`src/rtl/simd_lane_pkg.sv`:
```
package simd_lane_pkg;
    localparam int VEC_W  = 128;
    localparam int SEG_W  = 8;
    localparam int NSEG   = VEC_W / SEG_W;
    localparam int HALF_W = VEC_W / 2;

    typedef enum logic [1:0] {
        SZ_8  = 2'b00,
        SZ_16 = 2'b01,
        SZ_32 = 2'b10,
        SZ_64 = 2'b11
    } elem_sz_e;

    typedef enum logic {
        ST_IDLE = 1'b0,
        ST_HOLD = 1'b1
    } ctl_state_e;
endpackage

```
`src/rtl/lane_carry_gate.sv`:
```
module lane_carry_gate
    import simd_lane_pkg::*;
#(
    parameter int NS = NSEG
) (
    input  logic [1:0]    sz,
    output logic [NS-1:0] pass_c
);
    // pass_c[k]: carry from segment k-1 may enter segment k
    for (genvar k = 0; k < NS; k++) begin : g_gate
        if (k == 0) begin : g_lsb
            assign pass_c[k] = 1'b0;
        end else begin : g_mid
            always_comb begin
                unique case (elem_sz_e'(sz))
                    SZ_8:  pass_c[k] = 1'b0;
                    SZ_16: pass_c[k] = (k % 2) != 0;
                    SZ_32: pass_c[k] = (k % 4) != 0;
                    SZ_64: pass_c[k] = (k % 8) != 0;
                    default: pass_c[k] = 1'b0;
                endcase
            end
        end
    end
endmodule

```
`src/rtl/seg_chain_adder.sv`:
```
module seg_chain_adder
    import simd_lane_pkg::*;
#(
    parameter int W  = VEC_W,
    parameter int SW = SEG_W
) (
    input  logic [W-1:0]    a,
    input  logic [W-1:0]    b,
    input  logic [W/SW-1:0] pass_c,
    output logic [W-1:0]    s
);
    localparam int NS = W / SW;
    logic [NS:0] cy;
    assign cy[0] = 1'b0;

    for (genvar k = 0; k < NS; k++) begin : g_seg
        logic        cin;
        logic [SW:0] wide;
        assign cin  = cy[k] & pass_c[k];
        assign wide = {1'b0, a[k*SW +: SW]} + {1'b0, b[k*SW +: SW]} + {{SW{1'b0}}, cin};
        assign s[k*SW +: SW] = wide[SW-1:0];
        assign cy[k+1] = wide[SW];
    end
endmodule

```
`src/rtl/simd_lane_adder.sv`:
```
module simd_lane_adder
    import simd_lane_pkg::*;
(
    input  logic          clk,
    input  logic          rst_n,
    input  logic          in_vld,
    input  logic [1:0]    elem_sz,
    input  logic          short_vec,
    input  logic [127:0]  opa,
    input  logic [127:0]  opb,
    output logic          out_vld,
    output logic          out_err,
    output logic [127:0]  out_sum
);
    logic [NSEG-1:0]  pass_c;
    logic [VEC_W-1:0] raw_sum;
    logic [VEC_W-1:0] nxt_sum;
    logic             nxt_err;
    ctl_state_e       st_q, st_d;

    lane_carry_gate #(.NS(NSEG)) u_gate (
        .sz     (elem_sz),
        .pass_c (pass_c)
    );

    seg_chain_adder #(.W(VEC_W), .SW(SEG_W)) u_add (
        .a      (opa),
        .b      (opb),
        .pass_c (pass_c),
        .s      (raw_sum)
    );

    always_comb begin
        nxt_err = short_vec && (elem_sz == SZ_64);
        if (nxt_err)
            nxt_sum = '0;
        else if (short_vec)
            nxt_sum = {{HALF_W{1'b0}}, raw_sum[HALF_W-1:0]};
        else
            nxt_sum = raw_sum;
    end

    always_comb begin
        unique case (st_q)
            ST_IDLE: st_d = in_vld ? ST_HOLD : ST_IDLE;
            ST_HOLD: st_d = in_vld ? ST_HOLD : ST_IDLE;
            default: st_d = ST_IDLE;
        endcase
    end

    always_ff @(posedge clk) begin
        if (!rst_n) st_q <= ST_IDLE;
        else        st_q <= st_d;
    end

    always_ff @(posedge clk) begin
        if (!rst_n) begin
            out_sum <= '0;
            out_err <= 1'b0;
        end else if (in_vld) begin
            out_sum <= nxt_sum;
            out_err <= nxt_err;
        end
    end

    assign out_vld = (st_q == ST_HOLD);
endmodule

```
`config.mk`:
```
export PLATFORM = sky130hd
export DESIGN_NAME = simd_lane_adder
export DESIGN_NICKNAME = d
export VERILOG_FILES = /design/src/rtl/simd_lane_pkg.sv /design/src/rtl/lane_carry_gate.sv /design/src/rtl/seg_chain_adder.sv /design/src/rtl/simd_lane_adder.sv
export SDC_FILE = /design/constraint.sdc
export NUM_CORES = 1
export LEC_CHECK = 0
export ABC_AREA = 1
export BUFFER_PORTS_ARGS = -buffer_cell sky130_fd_sc_hd__buf_2
export CELL_PAD_IN_SITES_DETAIL_PLACEMENT = 2
export CELL_PAD_IN_SITES_GLOBAL_PLACEMENT = 2
export CORE_MARGIN = 1
export CORE_UTILIZATION = 24
export CTS_BUF_LIST = sky130_fd_sc_hd__clkbuf_2
export DETAILED_ROUTE_END_ITERATION = 7
export PLACE_DENSITY = 0.82
export REMOVE_ABC_BUFFERS = 1
export SLEW_MARGIN = 20
export SYNTH_ARGS = -nofsm -noshare
export SYNTH_HDL_FRONTEND = slang
export SYNTH_SLANG_ARGS = --single-unit
```
`constraint.sdc`:
```
create_clock -name clk -period 9.6 [get_ports clk]
set_clock_uncertainty 0.15 [all_clocks]
set_input_delay 0.48 -clock clk [delete_from_list [all_inputs] [get_ports clk]]
set_output_delay 0.48 -clock clk [all_outputs]
set_load 0.01 [all_outputs]
```
==> results of run 1 <==
-- cells by family (layout without fill, tap and decap cells) --
kind of cell	count (synthesis)	in the layout	share of synthesized area, %
DFF	130	130	25.05
adders and majority gates	142	142	19.27
and+or+nand+nor	756	756	30.17
xor gates and xnor gates	6	6	0.5059
AOI/OAI and AO/OA	237	237	12.15
other	0	14	0
buffers and inverters	339	1247	12.85
-- worst paths after layout --
path              slack [ps]                        end  depth (start not counted)
setup reg to reg        8240   out_sum[41]$_SDFFE_PN0P_                          2
setup / recovery        -900  out_sum[126]$_SDFFE_PN0P_                         75
hold reg to reg          340   out_sum[98]$_SDFFE_PN0P_                          2
hold / removal            70   out_sum[55]$_SDFFE_PN0P_                          8
-- cell usage after synthesis --
cell type	count	share of area, %
buf_6	5	0.54
inv_1	294	11
buf_2	20	0.96
a2bb2oi_1	15	1.3
nor2_1	69	2.5
nor2_8	1	0.19
a21oi_1	195	9.4
ha_1	112	13
nand4_1	16	0.96
a22oi_1	4	0.29
o221ai_1	2	0.17
dfxtp_1	130	25
o21ai_1	5	0.24
fa_1	30	5.8
o21ai_0	15	0.72
xor2_1	3	0.25
or2_2	24	1.4
nand2_1	503	18
nand2_2	1	0.060
nand3_1	142	6.8
xnor2_1	3	0.25
clkbuf_1	17	0.61
o211ai_1	1	0.072
inv_2	3	0.11
-- routing by layer --
metal	vias to the layer above	routed length [um]	track usage, %
li1	6889	-	-
met1	7837	27290	32.52
met2	732	43980	68.50
met3	415	4507	10.74
met4	10	8064	31.54
met5	-	61	0
-- power breakdown --
| group | internal [mW] | leakage, nW | switching (mW) | total (mW) |
|---|---|---|---|---|
| registers | 0.582 | 1.07 | 0.0327 | 0.615 |
| clock network | 0.170 | 0.161 | 0.290 | 0.460 |
| logic | 0.498 | 8.52 | 0.590 | 1.09 |
| total | 1.25 | 9.75 | 0.913 | 2.16 |
-- cell type report --
| type | instances | area, um^2 | share of cell area, % |
|---|---|---|---|
| tap | 577 | 721.9 | 3.844 |
| clock buffer | 17 | 85.08 | 0.4531 |
| sequential | 130 | 2603 | 13.86 |
| clock inverter | 15 | 190.2 | 1.013 |
| antenna | 14 | 35.03 | 0.1866 |
| inverter | 297 | 1137 | 6.056 |
| multi-input combinational | 1141 | 7053 | 37.56 |
| timing repair buffer | 918 | 6954 | 37.03 |
-- registers in the layout, summed over array words and instances, names as in the netlist --
signal / flops
out_vld: 1
out_err: 1
out_sum: 128
-- metrics by stage --
step / instances / hold slack (ps) / power [mW]
floorplan: 1568 / 340.0 / 0.9687
global placement: 2601 / 299.9 / 1.206
detailed placement: 2601 / 306.3 / 1.245
CTS: 3067 / 41.16 / 1.946
global route: 3107 / 77.33 / 2.259
finish: 3109 / 68.42 / 2.163
-- worst max-delay path: cells and delay by family --
family | cells | cell delay (ps)
buffers and inverters | 10 | 820
and+or+nand+nor | 46 | 3580
adders and majority gates | 16 | 6050
AOI/OAI and AO/OA | 3 | 420
-- timing repair --
action / CTS / global route
cloned: 0 / 0
hold buffers: 410 / 4
gates resized for setup: 83 / 109
pin swaps: 45 / 79
setup endpoints to repair: 16 / 32
endpoints found under the hold margin: 130 / 4
setup buffers: 24 / 34
==> key figures, run 1 <==
Detailed routing
  – WL/cell: 26.99 um
  – Drt pass-1 iters: 7
  – DR iter-0 viols: 740
  – ANT nets after route: 0
  – Final WL: 83910 um
  – DR vias/cell: 5.109
  – DR vias: 15880
  – DRC: 0

Yosys
  – Post-Synthesis Cells: 1610
  – Synth warn: 0
  – Synth Register Bits: 130
  – Mean Syn Cell Area: 6.453 um^2
  – Sequential fraction of the synthesis area: 25.05%
  – Count of cell types in the netlist: 24
  – Syn Std Cell Area: 0.01039 mm^2

Layout
  – Fillers: 4861
  – Final core occ: 44.37%
  – Most common cell after layout, fill and taps aside: nand2_1
  – Layout cells sized above 1: 29.07%
  – Layout area overhead: 80.77%
  – Most frequent cells in the layout: nand2_1, dlygate4sd3_1, buf_2
  – Fin nets: 2909
  – Finished Cell Area: 0.01878 mm^2

Place
  – PortBufs: 391
  – Placer Congestion: 0.8470
  – Post-DP Area: 0.01334 mm^2
  – Post-DP HPWL: 36430 um
  – Pre-CTS setup slack: -2290 ps

STA
  – Fin. Hold Viols: 0
  – Setup Viol. Count Final: 21
  – Slew @ Worst Pin: 1091 ps
  – Tmin final: 10500 ps
  – FMAX: 0.09526 GHz
  – Final worst slack: -897.7 ps
  – Max-slew violations: 0
  – Slew headroom: 27.24%
  – Final period util: 109.4%
  – RSZ-0062 raised after global routing: true
  – Setup total negative slack: -12290 ps

Global route
  – Overflow after GRT: 0
  – Initial antenna violation count: 19
  – Largest net degree at the start of global routing: 78
  – First-pass GRT wire length: 119000 um
  – Vias in the first global route: 18800
  – Total track usage: 36.84%

Power
  – Peak VDD IR: 75.17 uV
  – Pwr/cell area: 115.2 mW/mm^2
  – Leak: 9.750 nW

Job
  – Max Cap Viol: 0

Worst setup path
  – Critical path launch point: opb[64]
  – Max incr delay on CP: 420 ps
  – CP Capture Type: register
  – Reg-to-reg startpoint: out_sum[41]$_SDFFE_PN0P_
  – Crit path DAT: 11390 ps
  – Worst-path fanout max: 4
  – Setup crit start kind: primary input
  – Setup CP Type: in -> reg
  – Slowest CP cell: fa_2
  – Worst EP required: 10490 ps

Floorplan
  – Starting Density: 24.55%
  – Io pins: 392
  – Die width: 210.1 um
  – Num rows: 75
  – Chip height: 210.1 um
  – Die area: 0.04412 mm^2
  – Core area: 0.04232 mm^2

Min path
  – HP Start: opa[54]
  – Worst hold-check path type: in -> reg

Clock network
  – Clock Latency Late Sink: 1020 ps
  – Clock sink count: 130
  – Clock-pin slew on the worst setup and hold paths: 330 ps
  – TritonCTS Buffers: 17
  – H-Tree Depth: 4
  – CTS tree: built
  – Longest Clk Path Bufs: 2
  – Clock root cell: clkbuf_2

Status
  – Status: finished with violations
  – Failing checks: setup timing
Power figures use the tool's default switching activity.
==> inputs of run 2 (changes only) <==
CORE_UTILIZATION = 25   (was 24)
PLACE_DENSITY = 0.81   (was 0.82)
SYNTH_HIERARCHICAL = 1   (was unset)
TNS_END_PERCENT = 10   (was unset)
==> run 2 against run 1 <==
Against the previous run:
- the run still ends with setup timing left
- global-route usage shrank 5.5 points
- core utilization decreased by 2.6 points
- clock-buffer cell count is 3 higher
- synthesized cell count grew 4.2%
- first-iteration DRC count fell by 8.0%
- setup slack better by 810 ps
- sequential power is essentially flat
- sequential share of layout area fell by 0.22 points
==> key figures, run 2 <==
Place
  – Post-DP HPWL: 37050 um
  – Post-DP Area: 0.01430 mm^2
  – Placed cells: 2647
  – Placer Congestion: 0.8685
  – PortBufs: 391

Global route
  – Total track usage: 31.29%
  – First-pass GRT wire length: 111200 um
  – Initial antenna violation count: 17
  – Largest net degree at the start of global routing: 128
  – Overflow after GRT: 0
  – Vias in the first global route: 18620

Floorplan
  – Die width: 217.9 um
  – Io pins: 392
  – Core area: 0.04567 mm^2
  – Chip height: 217.9 um
  – Starting Density: 25.50%
  – Die area: 0.04746 mm^2
  – Num rows: 78

STA
  – Slew headroom: 26.67%
  – Final period util: 100.9%
  – Tmin final: 9686 ps
  – Worst hold slack: 77.68 ps
  – Setup Viol. Count Final: 1
  – Fin. Hold Viols: 0
  – Setup total negative slack: -86.36 ps
  – Max-slew violations: 0
  – Final worst slack: -86.36 ps
  – Slew @ Worst Pin: 1100 ps
  – FMAX: 0.1032 GHz

Layout
  – Layout cells sized above 1: 27.78%
  – Finished Cell Area: 0.01908 mm^2
  – Fin nets: 2901
  – Max FFs per register: 128
  – Largest Register: out_sum
  – Most frequent cells in the layout: nand2_1, dlygate4sd3_1, buf_2
  – Most common cell after layout, fill and taps aside: nand2_1
  – Layout area overhead: 63.81%
  – Non-Filler Instances: 3126

Worst setup path
  – Cell mode on critical path: fa_2
  – Setup CP Type: in -> reg
  – CP bufs+invs: 4
  – Worst EP required: 10430 ps
  – Worst-path fanout max: 3
  – Top delay family on crit path: adder cells
  – Crit path DAT: 10510 ps
  – CP Capture Type: register
  – Setup crit start kind: primary input
  – Slowest CP cell: fa_2
  – Max incr delay on CP: 450 ps

Clock network
  – Longest Clk Path Bufs: 2
  – Clock Latency Late Sink: 1060 ps
  – H-Tree Depth: 4
  – Clock sink count: 130
  – Clock-pin slew on the worst setup and hold paths: 260 ps
  – CTS tree: built
  – TritonCTS Buffers: 17
  – Clock root cell: clkbuf_2

Power
  – Power, Total: 2.205 mW
  – Leak: 9.576 nW
  – Pwr/cell area: 115.5 mW/mm^2
  – Peak VDD IR: 84.50 uV

Yosys
  – Mean Syn Cell Area: 6.946 um^2
  – Post-Synthesis Cells: 1677
  – Syn Std Cell Area: 0.01165 mm^2
  – Synth warn: 6

Detailed routing
  – Met2 wire length: 42760 um
  – DR iter-0 viols: 681
  – Metal1 wirelength: 26570 um
  – Final WL: 79190 um
  – DRC: 0
  – DR vias/cell: 5.104
  – DR vias: 15960
  – WL/cell: 25.33 um
  – Top Layer Used: met5
  – Metal3 WL: 3657 um
  – ANT nets after route: 0
  – Drt pass-1 iters: 4

Status
  – Failing checks: setup timing
  – Status: finished with violations

Job
  – Max Cap Viol: 0

Min path
  – Worst hold-check path type: in -> reg
[run 2: per-layer routing]
metal,global-route usage (%),up-vias
met4,21.47,4
met1,29.02,7940
met5,0,-
met2,60.08,660
met3,7.252,353
li1,-,6999
[run 2: worst reg2reg max path: stages, from the launching register on]
cell and delay [ps]:
dfxtp_1 440, o21ai_0 130, nor2_1 220, dlygate4sd3_1 600
[run 2: worst paths after layout]
kind	from	slack (ps)	to	depth (start not counted)
setup / recovery	opa[64]	-90	out_sum[126]$_SDFFE_PN0P_	56
hold / removal	opb[2]	80	out_sum[3]$_SDFFE_PN0P_	9
setup reg to reg	out_sum[16]$_SDFFE_PN0P_	8040	out_sum[16]$_SDFFE_PN0P_	3
hold reg to reg	out_sum[106]$_SDFFE_PN0P_	350	out_sum[106]$_SDFFE_PN0P_	2
[run 2: cell type report]
type / instances / area (um^2)
diodes: 17 / 42.54
multi-input cells: 1280 / 8113
clock inverters: 12 / 116.4
repair buffers: 873 / 6625
well taps: 600 / 750.7
clock buffers: 20 / 100.1
inverters: 194 / 732.0
fillers: 5252 / 26590
flip-flops and latches: 130 / 2603
[run 2: report_power, final]
part | total, mW | internal [mW] | switching [mW]
sequential | 0.614 | 0.584 | 0.0300
clock | 0.408 | 0.119 | 0.289
combinational | 1.18 | 0.554 | 0.629
total | 2.20 | 1.26 | 0.948
[run 2: timing repair]
action / CTS / global route
setup endpoints to repair: 1 / 30
gates resized for setup: 1 / 83
endpoints found under the hold margin: 130 / 0
hold buffers: 410 / 0
buffers inserted: 0 / 21
pin swaps: 0 / 45
[run 2: per-stage QoR]
| stage | setup WS (ps) | utilization, % |
|---|---|---|
| 6_report | -86.36 | 41.78 |
| 5_1_grt | -247.9 | 41.76 |
| 4_1_cts | 17.18 | 40.76 |
| 3_5_place_dp | -1253 | 31.30 |
| 3_3_place_gp | -767.1 | 31.30 |
| 2_1_floorplan | -170.3 | - |
